===== src/rtl/ips_pkg.sv =====
// Package: shared types for the interrupt pulse shaper.
// Assumes: nothing beyond a single clock domain.
package ips_pkg;

    // Sequencer phases of the edge-mode output.
    typedef enum logic [1:0] {
        ST_IDLE  = 2'd0,
        ST_PULSE = 2'd1,
        ST_GAP   = 2'd2
    } state_e;

endpackage


===== src/rtl/ips_downcnt.sv =====
// Module: loadable down counter used for both pulse length and quiet interval.
// Assumes: the owner never asks for a decrement while the count is zero.
module ips_downcnt #(
    parameter int W = 8
) (
    input  logic         clk,
    input  logic         rst_n,
    input  logic         load_i,
    input  logic [W-1:0] load_val_i,
    input  logic         dec_i,
    output logic [W-1:0] count_o
);

    logic [W-1:0] cnt_q;

    // Load takes priority over decrement; reset clears the count.
    always_ff @(posedge clk) begin
        if (!rst_n) begin
            cnt_q <= '0;
        end else if (load_i) begin
            cnt_q <= load_val_i;
        end else if (dec_i) begin
            cnt_q <= cnt_q - 1'b1;
        end
    end

    assign count_o = cnt_q;

    // The sequencer must never walk a counter below zero.
    p_no_wrap_r4: assert property (@(posedge clk) disable iff (!rst_n)
        (dec_i && !load_i) |-> (count_o != '0));

endmodule


===== src/rtl/ips_cfg_reg.sv =====
// Module: holds the pulse-length and quiet-interval fields of the config word.
// Assumes: word layout is [interval | reserved | length] from the low bit up.
module ips_cfg_reg #(
    parameter int PULSE_W   = 16,
    parameter int GAP_W     = 8,
    parameter int RSV_W     = 8,
    parameter int PULSE_RST = 62,
    parameter int WORD_W    = GAP_W + RSV_W + PULSE_W
) (
    input  logic               clk,
    input  logic               rst_n,
    input  logic               we_i,
    input  logic [WORD_W-1:0]  wdata_i,
    output logic [PULSE_W-1:0] width_o,
    output logic [GAP_W-1:0]   gap_o
);

    localparam int WID_LSB = GAP_W + RSV_W;

    logic [PULSE_W-1:0] width_q;
    logic [GAP_W-1:0]   gap_q;
    logic               rsv_unused;

    // Reserved byte is accepted on the bus but stored nowhere.
    assign rsv_unused = ^wdata_i[WID_LSB-1:GAP_W];

    // Capture both fields on a write strobe.
    always_ff @(posedge clk) begin
        if (!rst_n) begin
            width_q <= PULSE_W'(PULSE_RST);
            gap_q   <= '0;
        end else if (we_i) begin
            width_q <= wdata_i[WID_LSB +: PULSE_W];
            gap_q   <= wdata_i[0 +: GAP_W];
        end
    end

    assign width_o = width_q;
    assign gap_o   = gap_q;

    // A written word shows up in the fields one cycle later.
    p_cfg_load_r2: assert property (@(posedge clk) disable iff (!rst_n)
        we_i |=> (gap_o == $past(wdata_i[0 +: GAP_W])));

endmodule


===== src/rtl/ips_pending.sv =====
// Module: single-bit pending request flag; merges any number of requests.
// Assumes: launch_i comes from the sequencer and is only high in edge mode.
module ips_pending (
    input  logic clk,
    input  logic rst_n,
    input  logic evt_i,
    input  logic clr_i,
    input  logic launch_i,
    output logic pend_o
);

    logic pend_q;

    // A new request wins over the clear and over consumption by a pulse.
    always_ff @(posedge clk) begin
        if (!rst_n) begin
            pend_q <= 1'b0;
        end else if (evt_i) begin
            pend_q <= 1'b1;
        end else if (clr_i || launch_i) begin
            pend_q <= 1'b0;
        end
    end

    assign pend_o = pend_q;

    // A request is never lost, even next to a clear.
    p_set_wins_r9: assert property (@(posedge clk) disable iff (!rst_n)
        evt_i |=> pend_o);

    // A clear without a request empties the flag.
    p_clear_r9: assert property (@(posedge clk) disable iff (!rst_n)
        (clr_i && !evt_i) |=> !pend_o);

endmodule


===== src/rtl/ips_seq.sv =====
// Module: edge-mode sequencer; runs the pulse timer, then the tick-based
//         quiet interval, and starts a pulse when a request is pending.
// Assumes: sof_i is a one-cycle strobe in this clock domain.
module ips_seq #(
    parameter int PULSE_W = 16,
    parameter int GAP_W   = 8
) (
    input  logic               clk,
    input  logic               rst_n,
    input  logic               level_i,
    input  logic               pend_i,
    input  logic               sof_i,
    input  logic [PULSE_W-1:0] width_i,
    input  logic [GAP_W-1:0]   gap_i,
    output logic               launch_o,
    output logic               pulse_o
);
    import ips_pkg::*;

    state_e             state_q, state_d;
    logic [PULSE_W-1:0] pcnt;
    logic [GAP_W-1:0]   gcnt;
    logic [PULSE_W-1:0] pload;
    logic               pulse_last;
    logic               gap_load;
    logic               gap_last;

    // Pulse counter holds the remaining high cycles minus one; 0 means one cycle.
    assign pload      = (width_i == '0) ? '0 : (width_i - 1'b1);
    assign pulse_last = (state_q == ST_PULSE) && (pcnt == '0);
    assign gap_load   = !level_i && pulse_last && (gap_i != '0);
    assign gap_last   = (state_q == ST_GAP) && sof_i && (gcnt == GAP_W'(1));
    assign launch_o   = !level_i && (state_q == ST_IDLE) && pend_i;

    ips_downcnt #(.W(PULSE_W)) u_pulse_cnt (
        .clk        (clk),
        .rst_n      (rst_n),
        .load_i     (launch_o),
        .load_val_i (pload),
        .dec_i      ((state_q == ST_PULSE) && (pcnt != '0)),
        .count_o    (pcnt)
    );

    ips_downcnt #(.W(GAP_W)) u_gap_cnt (
        .clk        (clk),
        .rst_n      (rst_n),
        .load_i     (gap_load),
        .load_val_i (gap_i),
        .dec_i      ((state_q == ST_GAP) && sof_i && (gcnt != GAP_W'(1))),
        .count_o    (gcnt)
    );

    // Next phase; level mode parks the sequencer.
    always_comb begin
        state_d = state_q;
        if (level_i) begin
            state_d = ST_IDLE;
        end else begin
            unique case (state_q)
                ST_IDLE:  if (pend_i)     state_d = ST_PULSE;
                ST_PULSE: if (pulse_last) state_d = (gap_i == '0) ? ST_IDLE : ST_GAP;
                ST_GAP:   if (gap_last)   state_d = ST_IDLE;
                default:                  state_d = ST_IDLE;
            endcase
        end
    end

    // Phase register.
    always_ff @(posedge clk) begin
        if (!rst_n) begin
            state_q <= ST_IDLE;
        end else begin
            state_q <= state_d;
        end
    end

    assign pulse_o = (state_q == ST_PULSE);

    // A pulse with cycles left keeps running.
    p_pulse_hold_r4: assert property (@(posedge clk) disable iff (!rst_n)
        (!level_i && (state_q == ST_PULSE) && (pcnt != '0)) |=> (state_q == ST_PULSE));

    // Without a tick the quiet interval cannot end.
    p_gap_hold_r6: assert property (@(posedge clk) disable iff (!rst_n)
        (!level_i && (state_q == ST_GAP) && !sof_i) |=> (state_q == ST_GAP));

    // An interval is only entered from the last pulse cycle.
    p_gap_entry_r6: assert property (@(posedge clk) disable iff (!rst_n)
        ((state_q != ST_GAP) && (state_d == ST_GAP)) |-> pulse_last);

endmodule


===== src/rtl/irq_pulse_shaper.sv =====
// Module: top of the interrupt pulse shaper. Edge mode drives the pin from the
//         sequencer; level mode drives it from the pending flag.
// Assumes: all inputs synchronous to clk; reserved config bits written as zero.
module irq_pulse_shaper #(
    parameter int PULSE_W   = 16,
    parameter int GAP_W     = 8,
    parameter int RSV_W     = 8,
    parameter int PULSE_RST = 62,
    localparam int WORD_W   = GAP_W + RSV_W + PULSE_W
) (
    input  logic              clk,
    input  logic              rst_n,
    input  logic              evt_i,
    input  logic              evt_clr_i,
    input  logic              sof_i,
    input  logic              level_mode_i,
    input  logic              cfg_we_i,
    input  logic [WORD_W-1:0] cfg_wdata_i,
    output logic              irq_o,
    output logic              pending_o
);

    logic [PULSE_W-1:0] width;
    logic [GAP_W-1:0]   gap;
    logic               pend;
    logic               launch;
    logic               pulse;

    ips_cfg_reg #(
        .PULSE_W   (PULSE_W),
        .GAP_W     (GAP_W),
        .RSV_W     (RSV_W),
        .PULSE_RST (PULSE_RST)
    ) u_cfg (
        .clk     (clk),
        .rst_n   (rst_n),
        .we_i    (cfg_we_i),
        .wdata_i (cfg_wdata_i),
        .width_o (width),
        .gap_o   (gap)
    );

    ips_pending u_pend (
        .clk      (clk),
        .rst_n    (rst_n),
        .evt_i    (evt_i),
        .clr_i    (evt_clr_i),
        .launch_i (launch),
        .pend_o   (pend)
    );

    ips_seq #(
        .PULSE_W (PULSE_W),
        .GAP_W   (GAP_W)
    ) u_seq (
        .clk      (clk),
        .rst_n    (rst_n),
        .level_i  (level_mode_i),
        .pend_i   (pend),
        .sof_i    (sof_i),
        .width_i  (width),
        .gap_i    (gap),
        .launch_o (launch),
        .pulse_o  (pulse)
    );

    // Pin select: pending flag in level mode, sequencer pulse in edge mode.
    assign irq_o     = level_mode_i ? pend : pulse;
    assign pending_o = pend;

    // An edge pulse only starts from a pending request.
    p_rise_needs_pend_r3: assert property (@(posedge clk) disable iff (!rst_n)
        (!level_mode_i && $past(!level_mode_i) && $rose(irq_o)) |-> $past(pending_o));

    // Starting a pulse consumes the request unless a new one came in.
    p_launch_consumes_r10: assert property (@(posedge clk) disable iff (!rst_n)
        (!level_mode_i && $past(!level_mode_i) && $rose(irq_o) && !$past(evt_i))
            |-> !pending_o);

endmodule


===== config.mk =====
export PLATFORM = sky130hd
export DESIGN_NAME = irq_pulse_shaper
export DESIGN_NICKNAME = d
export VERILOG_FILES = /design/src/rtl/ips_pkg.sv /design/src/rtl/ips_downcnt.sv /design/src/rtl/ips_cfg_reg.sv /design/src/rtl/ips_pending.sv /design/src/rtl/ips_seq.sv /design/src/rtl/irq_pulse_shaper.sv
export SDC_FILE = /design/constraint.sdc
export NUM_CORES = 1
export LEC_CHECK = 0
export BUFFER_PORTS_ARGS = -buffer_cell sky130_fd_sc_hd__buf_4
export CORE_MARGIN = 10
export CORE_UTILIZATION = 30
export DETAILED_ROUTE_END_ITERATION = 6
export PLACE_DENSITY = 0.59
export SLEW_MARGIN = 30
export SYNTH_ARGS = -nofsm -noshare
export SYNTH_HDL_FRONTEND = slang
export SYNTH_SLANG_ARGS = --single-unit

===== constraint.sdc =====
create_clock -name clk -period 5.85 [get_ports clk]
set_input_delay 0.8775 -clock clk [delete_from_list [all_inputs] [get_ports clk]]
set_output_delay 0.8775 -clock clk [all_outputs]
set_load 0.03 [all_outputs]

==> flow_summary.yaml <==
setup_path:
  endpoint_kind: "flip-flop"
  critPathSlowestCell: "nor3b_1"
  cp_slowest_stage_delay_ns: 0.54
  cp-start-kind: "flip-flop"
  crit_family: "simple AND/OR/NAND/NOR gates"
  worstPathArrival_ns: 2.58
  required_ns: 6.05
  critPathMaxFanout: 5
  critical_path.cell_chain: "inv_1 > ha_1 > nor3b_1 > nand4_1 > o21ai_1 > nor2_1 > o221a_2"
  path_buf_inv: 1
  worstSetupPathType: "flip-flop to flip-flop"
drt:
  drt-pass1-iter-count: 4
  drc: 0
  post_drt_wl_per_cell_um: 14.6
  wl_um: 6600
  vias_per_cell: 5.32
  ant_nets: 0
  num_vias: 2412
  drt-initial-drc-count: 132
pwr:
  vdd_drop_max_mv: 0.155
  leakage_nw: 1.27
  power_density_mw_per_mm2: 249
synthesis:
  yosysWarnings: 0
  ys_ff_latch: 51
  yosys.area.top_type: "dfxtp_1"
  synth_edf_count: 0
  yosysTopAreaCellShare_pct: 36.9
  yosys-top-cells-area: "dfxtp_1 (37%), mux2i_1 (9.0%), nor2_1 (5.4%), xor2_1 (3.2%), nor3_1 (2.5%)"
  synthFlopType: "dfxtp_1"
  syn-num-nets: 362
  yosysSeqAreaShare_pct: 36.9
  async_flop_share_pct: 0
  avgSynthCellArea_sq_um: 8.71
  netlist_instances: 318
  synth_cell_types: 53
  syn_area_sq_mm: 0.00277
timing:
  slew_viol_final: 0
  clock_skew_ns: 0.0108
  setup_viol: 0
  fin_crit_ns: 2.38
  period_share_pct: 40.7
  tns_ns: 0
  rsz0062_at_grt: "false"
  max_slew.worst_pin.slew_ns: 0.809
  hold_viol_final: 0
  max_freq_ghz: 0.420
  fin_hold_ws_ns: 0.480
  maxSlewHeadroom_pct: 45.6
floorplanning:
  die_h_um: 116
  dieArea_sq_mm: 0.0135
  placementRows: 34
  die_x_um: 116
  start_util_pct: 31.3
  pin_count: 41
  core_area_sq_mm: 0.00885
clocking:
  clock-sinks: 51
  cts_max_path_buffers: 2
  numCtsBuffers: 5
  clk_latency_ns: 0.30
  cts_setup_buffers: 0
  hold_buffers: 0
  cts_tree: "done"
  clk_pin_slew_ns: 0.09
  root_buffer: "clkbuf_8"
  post_cts_resized: 0
  htree_levels: 2
global_route:
  grt_usage_pct: 10.1
  grt-ovfl-total: 0
  grt_pass1_vias: 2350
  grt_pass1_wl_um: 11100
  grt_antenna_before_repair: 0
  grt_max_degree: 31
layout:
  diodes: 0
  drive_above_1_share_pct: 15.4
  area_growth_pct: 15.4
  final_common_cell: "dfxtp_1"
  fin_nets: 389
  most-common-layout-cells: "dfxtp_1 (51), nor2_1 (40), buf_4 (33), mux2i_1 (25), nand2_1 (17)"
job:
  drv_cap: 0
place:
  gp_congestion: 0.864
  io_buffers: 32
  dp.final_hpwl_um: 5020
min_path:
  hold_path_class: "flip-flop to flip-flop"
run_status:
  status: "finished clean"
-- path summary, 6_finish.rpt --
check                                                    end  slack [ns]                  startpoint  cells after the start
worst max-delay path            u_seq.u_pulse_cnt.count_o[4]        3.47            u_cfg.width_o[0]                      7
worst min-delay path              u_seq.u_gap_cnt.count_o[5]        0.48  u_seq.u_gap_cnt.count_o[5]                      2
worst max register to register  u_seq.u_pulse_cnt.count_o[4]        3.47            u_cfg.width_o[0]                      7
worst min register to register    u_seq.u_gap_cnt.count_o[5]        0.48  u_seq.u_gap_cnt.count_o[5]                      2
-- synthesized netlist by cell type (3+ instances only) --
master     number
dfxtp_1        51
nor2_1         40
mux2i_1        25
nand2_1        17
nor3_1         14
a21oi_1        12
nand3_1        11
inv_1          10
xor2_1         10
clkbuf_1        9
o21ai_0         9
xnor2_1         8
nor2b_1         7
nor4_1          7
o22ai_1         7
nand4_1         6
a31oi_1         5
ha_1            5
nor3b_1         5
o211ai_1        5
a2bb2oi_1       4
o211a_1         4
a21o_1          3
nand2b_1        3
nand4b_1        3
-- metal layers --
layer / global-route usage, % / part of all wire [%] / up-vias
met3: 2.02 / 4.1 / 2
met5: 0 / 0 / -
met1: 13.4 / 50 / 1130
met4: 2.67 / 0.55 / 0
met2: 16.2 / 45 / 59
li1: - / - / 1221
-- registers in the layout, summed over array words and instances (netlist names) --
name and cells:
u_cfg.width_o 16, u_seq.u_pulse_cnt.count_o 16, u_cfg.gap_o 8, u_seq.u_gap_cnt.count_o 8, u_seq.state_q 2, u_pend.pend_o 1
-- kinds of logic after synthesis --
| family | share of synthesized area, % |
|---|---|
| xor+xnor | 5.69 |
| buf+inv | 3.52 |
| compound gates | 15.8 |
| flops | 36.9 |
| mux | 9.04 |
| fa+ha+maj | 2.26 |
| simple gates | 26.8 |
-- per-stage QoR --
step	setup slack (ns)	instance area, sq um	total power (W)	instances	utilization (%)
4_1_cts	3.41	3190	0.000803	453	36.1
3_5_place_dp	3.27	3090	0.000568	446	34.9
5_1_grt	3.13	3190	0.000843	453	36.1
2_1_floorplan	3.41	2770	0.000518	318	-
6_report	3.47	3190	0.000795	453	36.1
3_3_place_gp	3.28	3090	0.000565	446	34.9
-- worst min-delay path: cells and delay by family, from the launching register on --
| family | cells | cell delay (ns) |
|---|---|---|
| DFF | 1 | 0.32 |
| and+or+nand+nor | 1 | 0.06 |
| AOI/OAI and AO/OA | 1 | 0.05 |
-- layout make-up --
class	count	area, sq um
sequential	51	1020
inverter	10	37.5
multi-input combinational	244	1650
clock inverter	1	30.0
clock buffer	6	72.6
tap	108	135
fill	931	5650
timing repair buffer	33	248
-- where the power goes --
group	switching, W	internal (W)	leakage (nW)	total (W)
combinational	0.0000900	0.0000757	0.797	0.000166
clock	0.000109	0.000125	0.0513	0.000235
sequential	0.0000270	0.000367	0.418	0.000395
No activity file was read; power rests on OpenSTA's default activity.
